[src/rtl/fpu_mode_pkg.sv]
package fpu_mode_pkg;
  localparam int REG_AW   = 5;
  localparam int DATA_W   = 32;
  localparam int CC_W     = 8;

  localparam logic [REG_AW-1:0] REG_IMPL  = 5'd0;
  localparam logic [REG_AW-1:0] REG_FRCLR = 5'd1;
  localparam logic [REG_AW-1:0] REG_FRSET = 5'd4;
  localparam logic [REG_AW-1:0] REG_CCV   = 5'd25;

  localparam int IMPL_UFR_PRESENT_BIT = 28;
  localparam int CFG5_UFR_BIT         = 2;

  localparam logic [DATA_W-1:0] CFG4_RST   = 32'h8000_0000;
  localparam logic [DATA_W-1:0] CFG4_WMASK = 32'h0000_0000;
  localparam logic [DATA_W-1:0] CFG5_RST   = 32'h0000_0004;
  localparam logic [DATA_W-1:0] CFG5_WMASK = 32'h6800_0004;

  typedef enum logic [1:0] {
    RD_ZERO = 2'd0,
    RD_IMPL = 2'd1,
    RD_FR   = 2'd2,
    RD_CCV  = 2'd3
  } rdSel_e;

  typedef struct packed {
    logic   frClr;
    logic   frSet;
    logic   cfg4Wr;
    logic   cfg5Wr;
    rdSel_e rdSel;
  } ctlStrobes_t;
endpackage

[src/rtl/fpu_mode_maskreg.sv]
module fpu_mode_maskreg #(
  parameter int               W     = 32,
  parameter logic [W-1:0]     RST   = '0,
  parameter logic [W-1:0]     WMASK = '0
) (
  input  logic         clk,
  input  logic         rstN,
  input  logic         wrEn,
  input  logic [W-1:0] wrVal,
  output logic [W-1:0] q
);
  // One flop per bit; read-only bits reload their own value.
  for (genvar b = 0; b < W; b++) begin : g_bit
    if (WMASK[b]) begin : g_rw
      always_ff @(posedge clk) begin
        if (!rstN)     q[b] <= RST[b];
        else if (wrEn) q[b] <= wrVal[b];
      end
    end else begin : g_ro
      always_ff @(posedge clk) begin
        if (!rstN) q[b] <= RST[b];
        else       q[b] <= q[b];
      end
    end
  end
endmodule

[src/rtl/fpu_mode_ctl_decode.sv]
module fpu_mode_ctl_decode
  import fpu_mode_pkg::*;
#(
  parameter logic [DATA_W-1:0] FIR_VAL = 32'h1070_0093
) (
  input  logic              cpAcc,
  input  logic              cpWrite,
  input  logic [REG_AW-1:0] cpReg,
  input  logic [REG_AW-1:0] gprIdx,
  input  logic [DATA_W-1:0] wrData,
  input  logic              cfgWr,
  input  logic              cfgSel,
  input  logic              ufrEn,
  output ctlStrobes_t       strb,
  output logic              riExc,
  output logic              ccWrEn
);
  localparam logic UFRP = FIR_VAL[IMPL_UFR_PRESENT_BIT];

  logic aliasOk;
  logic ccDataOk;
  logic unusedWrLow;

  assign aliasOk     = UFRP && (gprIdx == '0);
  assign ccDataOk    = (wrData[DATA_W-1:CC_W] == '0);
  assign unusedWrLow = ^wrData[CC_W-1:0];

  always_comb begin
    strb.frClr = 1'b0;
    strb.frSet = 1'b0;
    strb.rdSel = RD_ZERO;
    riExc      = 1'b0;
    ccWrEn     = 1'b0;
    if (cpAcc && !cpWrite) begin
      unique case (cpReg)
        REG_IMPL:  strb.rdSel = RD_IMPL;
        REG_FRCLR: begin
          if (UFRP) begin
            if (ufrEn) strb.rdSel = RD_FR;
            else       riExc      = 1'b1;
          end
        end
        REG_CCV:   strb.rdSel = RD_CCV;
        default:   strb.rdSel = RD_ZERO;
      endcase
    end else if (cpAcc && cpWrite) begin
      unique case (cpReg)
        REG_FRCLR, REG_FRSET: begin
          if (aliasOk) begin
            if (!ufrEn)                 riExc      = 1'b1;
            else if (cpReg == REG_FRSET) strb.frSet = 1'b1;
            else                         strb.frClr = 1'b1;
          end
        end
        REG_CCV: ccWrEn = ccDataOk;
        default: ;
      endcase
    end
    strb.cfg4Wr = cfgWr && !cfgSel && !riExc;
    strb.cfg5Wr = cfgWr &&  cfgSel && !riExc;
  end
endmodule

[src/rtl/fpu_mode_ctl_regs.sv]
module fpu_mode_ctl_regs
  import fpu_mode_pkg::*;
#(
  parameter logic [DATA_W-1:0] FIR_VAL = 32'h1070_0093
) (
  input  logic              clk,
  input  logic              rstN,
  input  ctlStrobes_t       strb,
  input  logic [DATA_W-1:0] cfgData,
  input  logic [DATA_W-1:0] fpCsrIn,
  output logic              frMode,
  output logic              ufrEn,
  output logic              modeChg,
  output logic [DATA_W-1:0] cfg4Val,
  output logic [DATA_W-1:0] cfg5Val,
  output logic [DATA_W-1:0] rdData
);
  logic frQ;
  logic frNext;
  logic mcQ;
  logic unusedCsr;

  assign unusedCsr = ^{fpCsrIn[24], fpCsrIn[22:0]};

  fpu_mode_maskreg #(.W(DATA_W), .RST(CFG4_RST), .WMASK(CFG4_WMASK)) cfg4_i (
    .clk(clk), .rstN(rstN), .wrEn(strb.cfg4Wr), .wrVal(cfgData), .q(cfg4Val)
  );

  fpu_mode_maskreg #(.W(DATA_W), .RST(CFG5_RST), .WMASK(CFG5_WMASK)) cfg5_i (
    .clk(clk), .rstN(rstN), .wrEn(strb.cfg5Wr), .wrVal(cfgData), .q(cfg5Val)
  );

  always_comb begin
    frNext = frQ;
    if (strb.frClr)      frNext = 1'b0;
    else if (strb.frSet) frNext = 1'b1;
  end

  always_ff @(posedge clk) begin
    if (!rstN) begin
      frQ <= 1'b0;
      mcQ <= 1'b0;
    end else begin
      frQ <= frNext;
      mcQ <= (frNext != frQ) || strb.cfg5Wr;
    end
  end

  always_comb begin
    unique case (strb.rdSel)
      RD_IMPL: rdData = FIR_VAL;
      RD_FR:   rdData = {{(DATA_W-1){1'b0}}, frQ};
      RD_CCV:  rdData = {{(DATA_W-CC_W){1'b0}}, fpCsrIn[31:25], fpCsrIn[23]};
      default: rdData = '0;
    endcase
  end

  assign frMode  = frQ;
  assign modeChg = mcQ;
  assign ufrEn   = cfg5Val[CFG5_UFR_BIT];
endmodule

[src/rtl/fpu_mode_ctl.sv]
module fpu_mode_ctl
  import fpu_mode_pkg::*;
#(
  parameter logic [31:0] FIR_VAL = 32'h1070_0093
) (
  input  logic        clk,
  input  logic        rstN,
  input  logic        cpAcc,
  input  logic        cpWrite,
  input  logic [4:0]  cpReg,
  input  logic [4:0]  gprIdx,
  input  logic [31:0] wrData,
  input  logic [31:0] fpCsrIn,
  input  logic        cfgWr,
  input  logic        cfgSel,
  input  logic [31:0] cfgData,
  output logic [31:0] rdData,
  output logic        riExc,
  output logic        frMode,
  output logic        modeChg,
  output logic [31:0] cfg4Val,
  output logic [31:0] cfg5Val,
  output logic        ccWrEn,
  output logic [7:0]  ccWrVal
);
  ctlStrobes_t strb;
  logic        ufrEn;

  fpu_mode_ctl_decode #(.FIR_VAL(FIR_VAL)) decode_i (
    .cpAcc(cpAcc), .cpWrite(cpWrite), .cpReg(cpReg), .gprIdx(gprIdx),
    .wrData(wrData), .cfgWr(cfgWr), .cfgSel(cfgSel), .ufrEn(ufrEn),
    .strb(strb), .riExc(riExc), .ccWrEn(ccWrEn)
  );

  fpu_mode_ctl_regs #(.FIR_VAL(FIR_VAL)) regs_i (
    .clk(clk), .rstN(rstN), .strb(strb), .cfgData(cfgData),
    .fpCsrIn(fpCsrIn), .frMode(frMode), .ufrEn(ufrEn), .modeChg(modeChg),
    .cfg4Val(cfg4Val), .cfg5Val(cfg5Val), .rdData(rdData)
  );

  assign ccWrVal = wrData[CC_W-1:0];
endmodule

[config.mk]
export PLATFORM = sky130hd
export DESIGN_NAME = fpu_mode_ctl
export DESIGN_NICKNAME = d
export VERILOG_FILES = /design/src/rtl/fpu_mode_pkg.sv /design/src/rtl/fpu_mode_maskreg.sv /design/src/rtl/fpu_mode_ctl_decode.sv /design/src/rtl/fpu_mode_ctl_regs.sv /design/src/rtl/fpu_mode_ctl.sv
export SDC_FILE = /design/constraint.sdc
export NUM_CORES = 1
export LEC_CHECK = 0
export BUFFER_PORTS_ARGS = -buffer_cell sky130_fd_sc_hd__buf_4
export CAP_MARGIN = 20
export CELL_PAD_IN_SITES_DETAIL_PLACEMENT = 0
export CELL_PAD_IN_SITES_GLOBAL_PLACEMENT = 2
export CORE_ASPECT_RATIO = 1.75
export CORE_MARGIN = 3
export CORE_UTILIZATION = 11
export DETAILED_ROUTE_END_ITERATION = 8
export GPL_ROUTABILITY_DRIVEN = 0
export PLACE_DENSITY = 0.88
export SLEW_MARGIN = 20
export SYNTH_ARGS = -nofsm -noshare
export SYNTH_HDL_FRONTEND = slang
export SYNTH_SLANG_ARGS = --single-unit
[constraint.sdc]
create_clock -name clk -period 1.8 [get_ports clk]
set_input_delay 0.27 -clock clk [delete_from_list [all_inputs] [get_ports clk]]
set_output_delay 0.27 -clock clk [all_outputs]
set_load 0.02 [all_outputs]
* After elaboration in Yosys (flattened, before gate mapping) *
Cells that the tools add are included.

cells by class
  mux-type cells = 22
  divide/modulo/power cells = 0
  bitwise operators = 0
  reductions and logical operators = 11
  multipliers = 0
  shift operators = 0
  equal/unequal tests = 7
  add/subtract/negate cells = 0
  $lt $le $gt $ge = 0

operators by type and width
  operator                                        number
  case mux 29 bit (3 select lines)                1
  zero test 24 bit                                1
  2-to-1 mux 2 bit                                7
  2-to-1 mux 1 bit                                13
  zero test 5 bit                                 2
  case mux 2 bit (3 select lines)                 1
  == test 5 x 1 -> 1 bit (second input constant)  1
  == test 5 x 3 -> 1 bit (second input constant)  1
  == test 5 bit (second input constant)           1
  == test 2 bit (second input constant)           2
  logical AND 1 bit                               4
  == test 2 x 1 -> 1 bit (second input constant)  1
  zero test 1 bit                                 2
  OR reduction 2 bit                              1
  logical OR 1 bit                                1
  != test 1 bit                                   1

storage, ports and cells
  input port bits = 112
  register bits after elaboration = 6
  bits in writable memories = 0
  latch bits = 0
  output and inout bits = 108
  memories = 0
  ROM bits = 0
  logic and storage cells = 46

* Logic depth before layout (Yosys ltp) *
  depth in word-level cells = 11
  gate-level depth with buffers = 5

* By module *
Synthesis repeated with hierarchy kept, for this count alone.

unflattened totals
  cell total of the unflattened synthesis = 166
  area, all modules = 1219.9 um^2

by module, submodules not included
  module                             area each (um^2)  instances  cells an instance
  fpu_mode_maskreg at regs_i.cfg5_i  361.6             1          42
  fpu_mode_ctl_regs                  336.6             1          46
  fpu_mode_maskreg at regs_i.cfg4_i  247.7             1          34
  fpu_mode_ctl_decode                214.0             1          36
  fpu_mode_ctl                       60.1              1          8

* Worst setup path after synthesis *
OpenSTA, ideal clock, no wires.

  path type = input to output
  start = input port cpReg[2]
  end = output port rdData[0]
  data required time = 1.530 ns
  stages = 4
  data arrival time = 1.798 ns
  buffers on the path = 1
  setup slack = -0.268 ns
  cells stage by stage = buf_2 nor3b_1 nand3b_1 o41ai_1

on the way
  longest elaborated chain between the ends = 5
  elaborated cells between the ends (all ways) = 9

RTL lines
  element                                                  RTL line                   text
  start, declared                                          fpu_mode_ctl.sv:10         input logic [4:0] cpReg,
  == test 5 bit (tied with other cells)                    fpu_mode_ctl_decode.sv:35  unique case (cpReg)
  case mux 2 bit (3 select lines) *                        fpu_mode_ctl_decode.sv:35
  2-to-1 mux 2 bit *                                       fpu_mode_ctl_decode.sv:34  if (cpAcc && !cpWrite) begin
  == test 2 bit or == test 2 x 1 -> 1 bit (tied branches)  fpu_mode_ctl_regs.sv:50    unique case (strb.rdSel)
  case mux 29 bit (3 select lines) *                       fpu_mode_ctl_regs.sv:50
  end, declared                                            fpu_mode_ctl.sv:17         output logic [31:0] rdData,

Every way passes the cells marked *; elsewhere a longest branch is shown, timed or not.

* Worst setup path after layout *
  start = input port cpReg[3]
  end = output port riExc

on the way
  longest elaborated chain between the ends = 5
  elaborated cells between the ends (all ways) = 7

RTL lines
  element                                                           RTL line                                              text
  == test 5 x 1 -> 1 bit or == test 5 x 3 -> 1 bit (tied branches)  fpu_mode_ctl_decode.sv:35, fpu_mode_ctl_decode.sv:47
  OR reduction 2 bit                                                fpu_mode_ctl_decode.sv:47                             unique case (cpReg)
  2-to-1 mux 1 bit                                                  fpu_mode_ctl_decode.sv:47
  2-to-1 mux 1 bit                                                  fpu_mode_ctl_decode.sv:46                             end else if (cpAcc && cpWrite) begin
  2-to-1 mux 1 bit *                                                fpu_mode_ctl_decode.sv:34
  end, declared                                                     fpu_mode_ctl.sv:18                                    output logic riExc,

Marks and branches as above.

==> results by group <==
STA
  • Final Skew: 0.000310 ns
  • Finish-stage setup viols: 6
  • Crit share post-route: 1.03
  • Max frequency: 540 MHz
  • Fin. max-slew vios: 0
  • Worst setup margin: -0.0505 ns
  • RSZ-0062 raised after global routing: yes
  • Hold Violations, Final: 0
  • Period minus WS final: 1.85 ns

Clock tree
  • Clock Path Buffers: 2
  • CTS clk-pin slew, worst paths: 0.03 ns
  • CTS tree: yes
  • Worst-skew pair later-pin latency: 0.22 ns
  • Clk root buf: clkbuf_16
  • Hold_buf cts: 0
  • Max H-tree Level: 1
  • Clock sink total: 6
  • Cts bufs inserted: 3

Place
  • # placed instances: 411
  • Setup WS pre-CTS: -0.137 ns
  • DP Wirelength: 4010 um
  • Placed cell areas: 1840 sq um
  • Port buffer count: 71

Cells and area
  • Most common cell after layout, fill and taps aside: buf_4
  • Design Area, Final: 2040 sq um
  • Syn-to-layout area delta: 51.3%
  • Non-filler cells, final: 419
  • Utilization after layout: 0.173
  • Number of fill cells in the layout: 1318
  • Most frequent cells in the layout: 81 x buf_4, 80 x conb_1, 14 x buf_6
  • Final-stage net count: 371
  • Share of layout cells above drive strength 1: 0.440
  • ANT cells: 0

GRT
  • Vias in the first global route: 1194
  • GRT Util Overall: 0.0571
  • Remaining Overflow, GRT: 0
  • Antenna violations before repair: 0
  • First-pass GRT wire length: 6060 um
  • Largest net degree at the start of global routing: 16

Logic synthesis
  • Distinct cell type count after synthesis: 37
  • Mapped Cells: 175
  • Syn_area_per_cell: 7.69 sq um
  • EDFF count, synth: 0
  • Cell Area, Synth: 1350 sq um
  • Sequential fraction of the synthesis area: 0.0893
  • Synth Register Bits: 6
  • Syn. warnings: 0
  • Primary FF master, synth: dfxtp_1
  • Fraction of registers with async set or reset after synthesis: 0

Die
  • Die width: 89.6 um
  • Die ar.: 13600 sq um
  • Core box area: 11800 sq um
  • I/O Pins: 220
  • Starting Density: 0.114
  • Chip height: 152 um
  • # rows: 52

Drt
  • Drt initial violations: 29
  • Total routed wirelength: 4420 um
  • WL per Instance: 10.5 um
  • Pre-Repair DR Iteration Count: 4
  • Via-per-instance ratio: 3.21
  • Vias after detailed routing: 1346
  • Antenna Nets Post-Route: 0
  • DRC violations left: 0

Setup path
  • CP max stage delay: 0.57 ns
  • CP startpoint kind: input pin
  • Slowest-stage cell, CP: or4_4
  • CP Max Fanout: 4
  • Critical-path cell list: buf_6 -> buf_6 -> or2_4 -> or4_4 -> a21oi_4 -> buf_6
  • Setup crit end kind: output port
  • Buffer and inverter count on the worst path: 3
  • Setup CP Type: in -> out
  • Worst Path Required: 1.53 ns
  • Critical Path AT: 1.58 ns
  • CP dominant cell by count: buf_6
  • Crit-path leading delay family: simple AND/OR/NAND/NOR gates

Hold path
  • Worst hold path class: in -> reg

Status
  • Run status: finished with violations
  • Failing checks: negative setup slack

Job
  • Max Cap Viol: 0

Power and ir drop
  • Leakage: 1.03 nW
  • PD cells: 431 nW/um^2
  • Maximum vdd drop: 0.227 mV
metal layers:
| layer | up-vias | share of wire | GRT usage |
|---|---|---|---|
| met5 | - | 0 | 0 |
| met4 | 0 | 0.023 | 0.0206 |
| met3 | 10 | 0.16 | 0.0146 |
| met2 | 149 | 0.48 | 0.101 |
| met1 | 582 | 0.34 | 0.0634 |
| li1 | 605 | - | - |
report_power, final:
part           leakage, nW  internal [mW]  switching (mW)
Clock               0.0370          0.285          0.0709
Sequential          0.0494          0.142         0.00640
Combinational        0.944          0.134           0.239
Total                 1.03          0.561           0.317
final cells by class:
cell class / instances / area [sq um] / share of cell area
clock buffer: 3 / 75.1 / 0.0369
inverter: 2 / 7.51 / 0.00369
multi-input combinational: 151 / 865 / 0.425
sequential: 6 / 120 / 0.0590
tap: 162 / 203 / 0.0996
timing repair buffer: 95 / 766 / 0.376
stage by stage:
stage	setup TNS (ns)	hold WS (ns)	total power [mW]
2_1_floorplan	0	0.405	0.519
3_3_place_gp	-0.553	0.526	0.498
3_5_place_dp	-0.823	0.534	0.503
4_1_cts	-0.725	0.316	0.876
5_1_grt	-0.704	0.324	0.919
6_report	-0.166	0.320	0.877
sequential cells by signal (all words and copies together), names as in the netlist:
| signal | count |
|---|---|
| regs_i.frMode | 1 |
| regs_i.cfg5_i.q | 4 |
| regs_i.modeChg | 1 |
kinds of logic after synthesis:
logic type             count (synthesis)  synth area share
AO/OA/AOI/OAI                         21             0.143
XOR/XNOR                               1           0.00651
buffers and inverters                 96             0.526
flip-flops                             6            0.0893
other                                  2           0.00558
AND/OR/NAND/NOR                       49             0.230
Yosys cell counts, drive strengths merged (2+ instances only):
library cell / instances / share of area
inv: 2 / 0.0056
nand3: 7 / 0.026
buf: 93 / 0.52
nand2: 8 / 0.022
or3: 2 / 0.013
and2: 2 / 0.0093
conb: 2 / 0.0056
o21a: 4 / 0.022
nand4: 2 / 0.0093
o211ai: 2 / 0.015
or4: 2 / 0.017
and3: 9 / 0.042
a32oi: 3 / 0.020
nor4: 8 / 0.042
nor3: 2 / 0.016
nor3b: 2 / 0.011
dfxtp: 6 / 0.089
o2111ai: 3 / 0.020
o21ai: 3 / 0.011
worst paths after layout:
check | end | depth (start not counted) | startpoint | slack, ns
worst max-delay path | riExc | 6 | cpReg[3] | -0.05
worst min-delay path | regs_i.cfg5_i.q[2] | 2 | rstN | 0.32
worst min register to register | regs_i.cfg5_i.q[30] | 2 | regs_i.cfg5_i.q[30] | 0.53
worst max register to register | regs_i.cfg5_i.q[29] | 5 | regs_i.cfg5_i.q[2] | 0.26
timing repair:
item | CTS | global route
buffers inserted | 2 | 3
pin swaps | 5 | 4
resized for setup | 19 | 4
setup endpoints to repair | 9 | 9
Power figures use the tool's default switching activity.
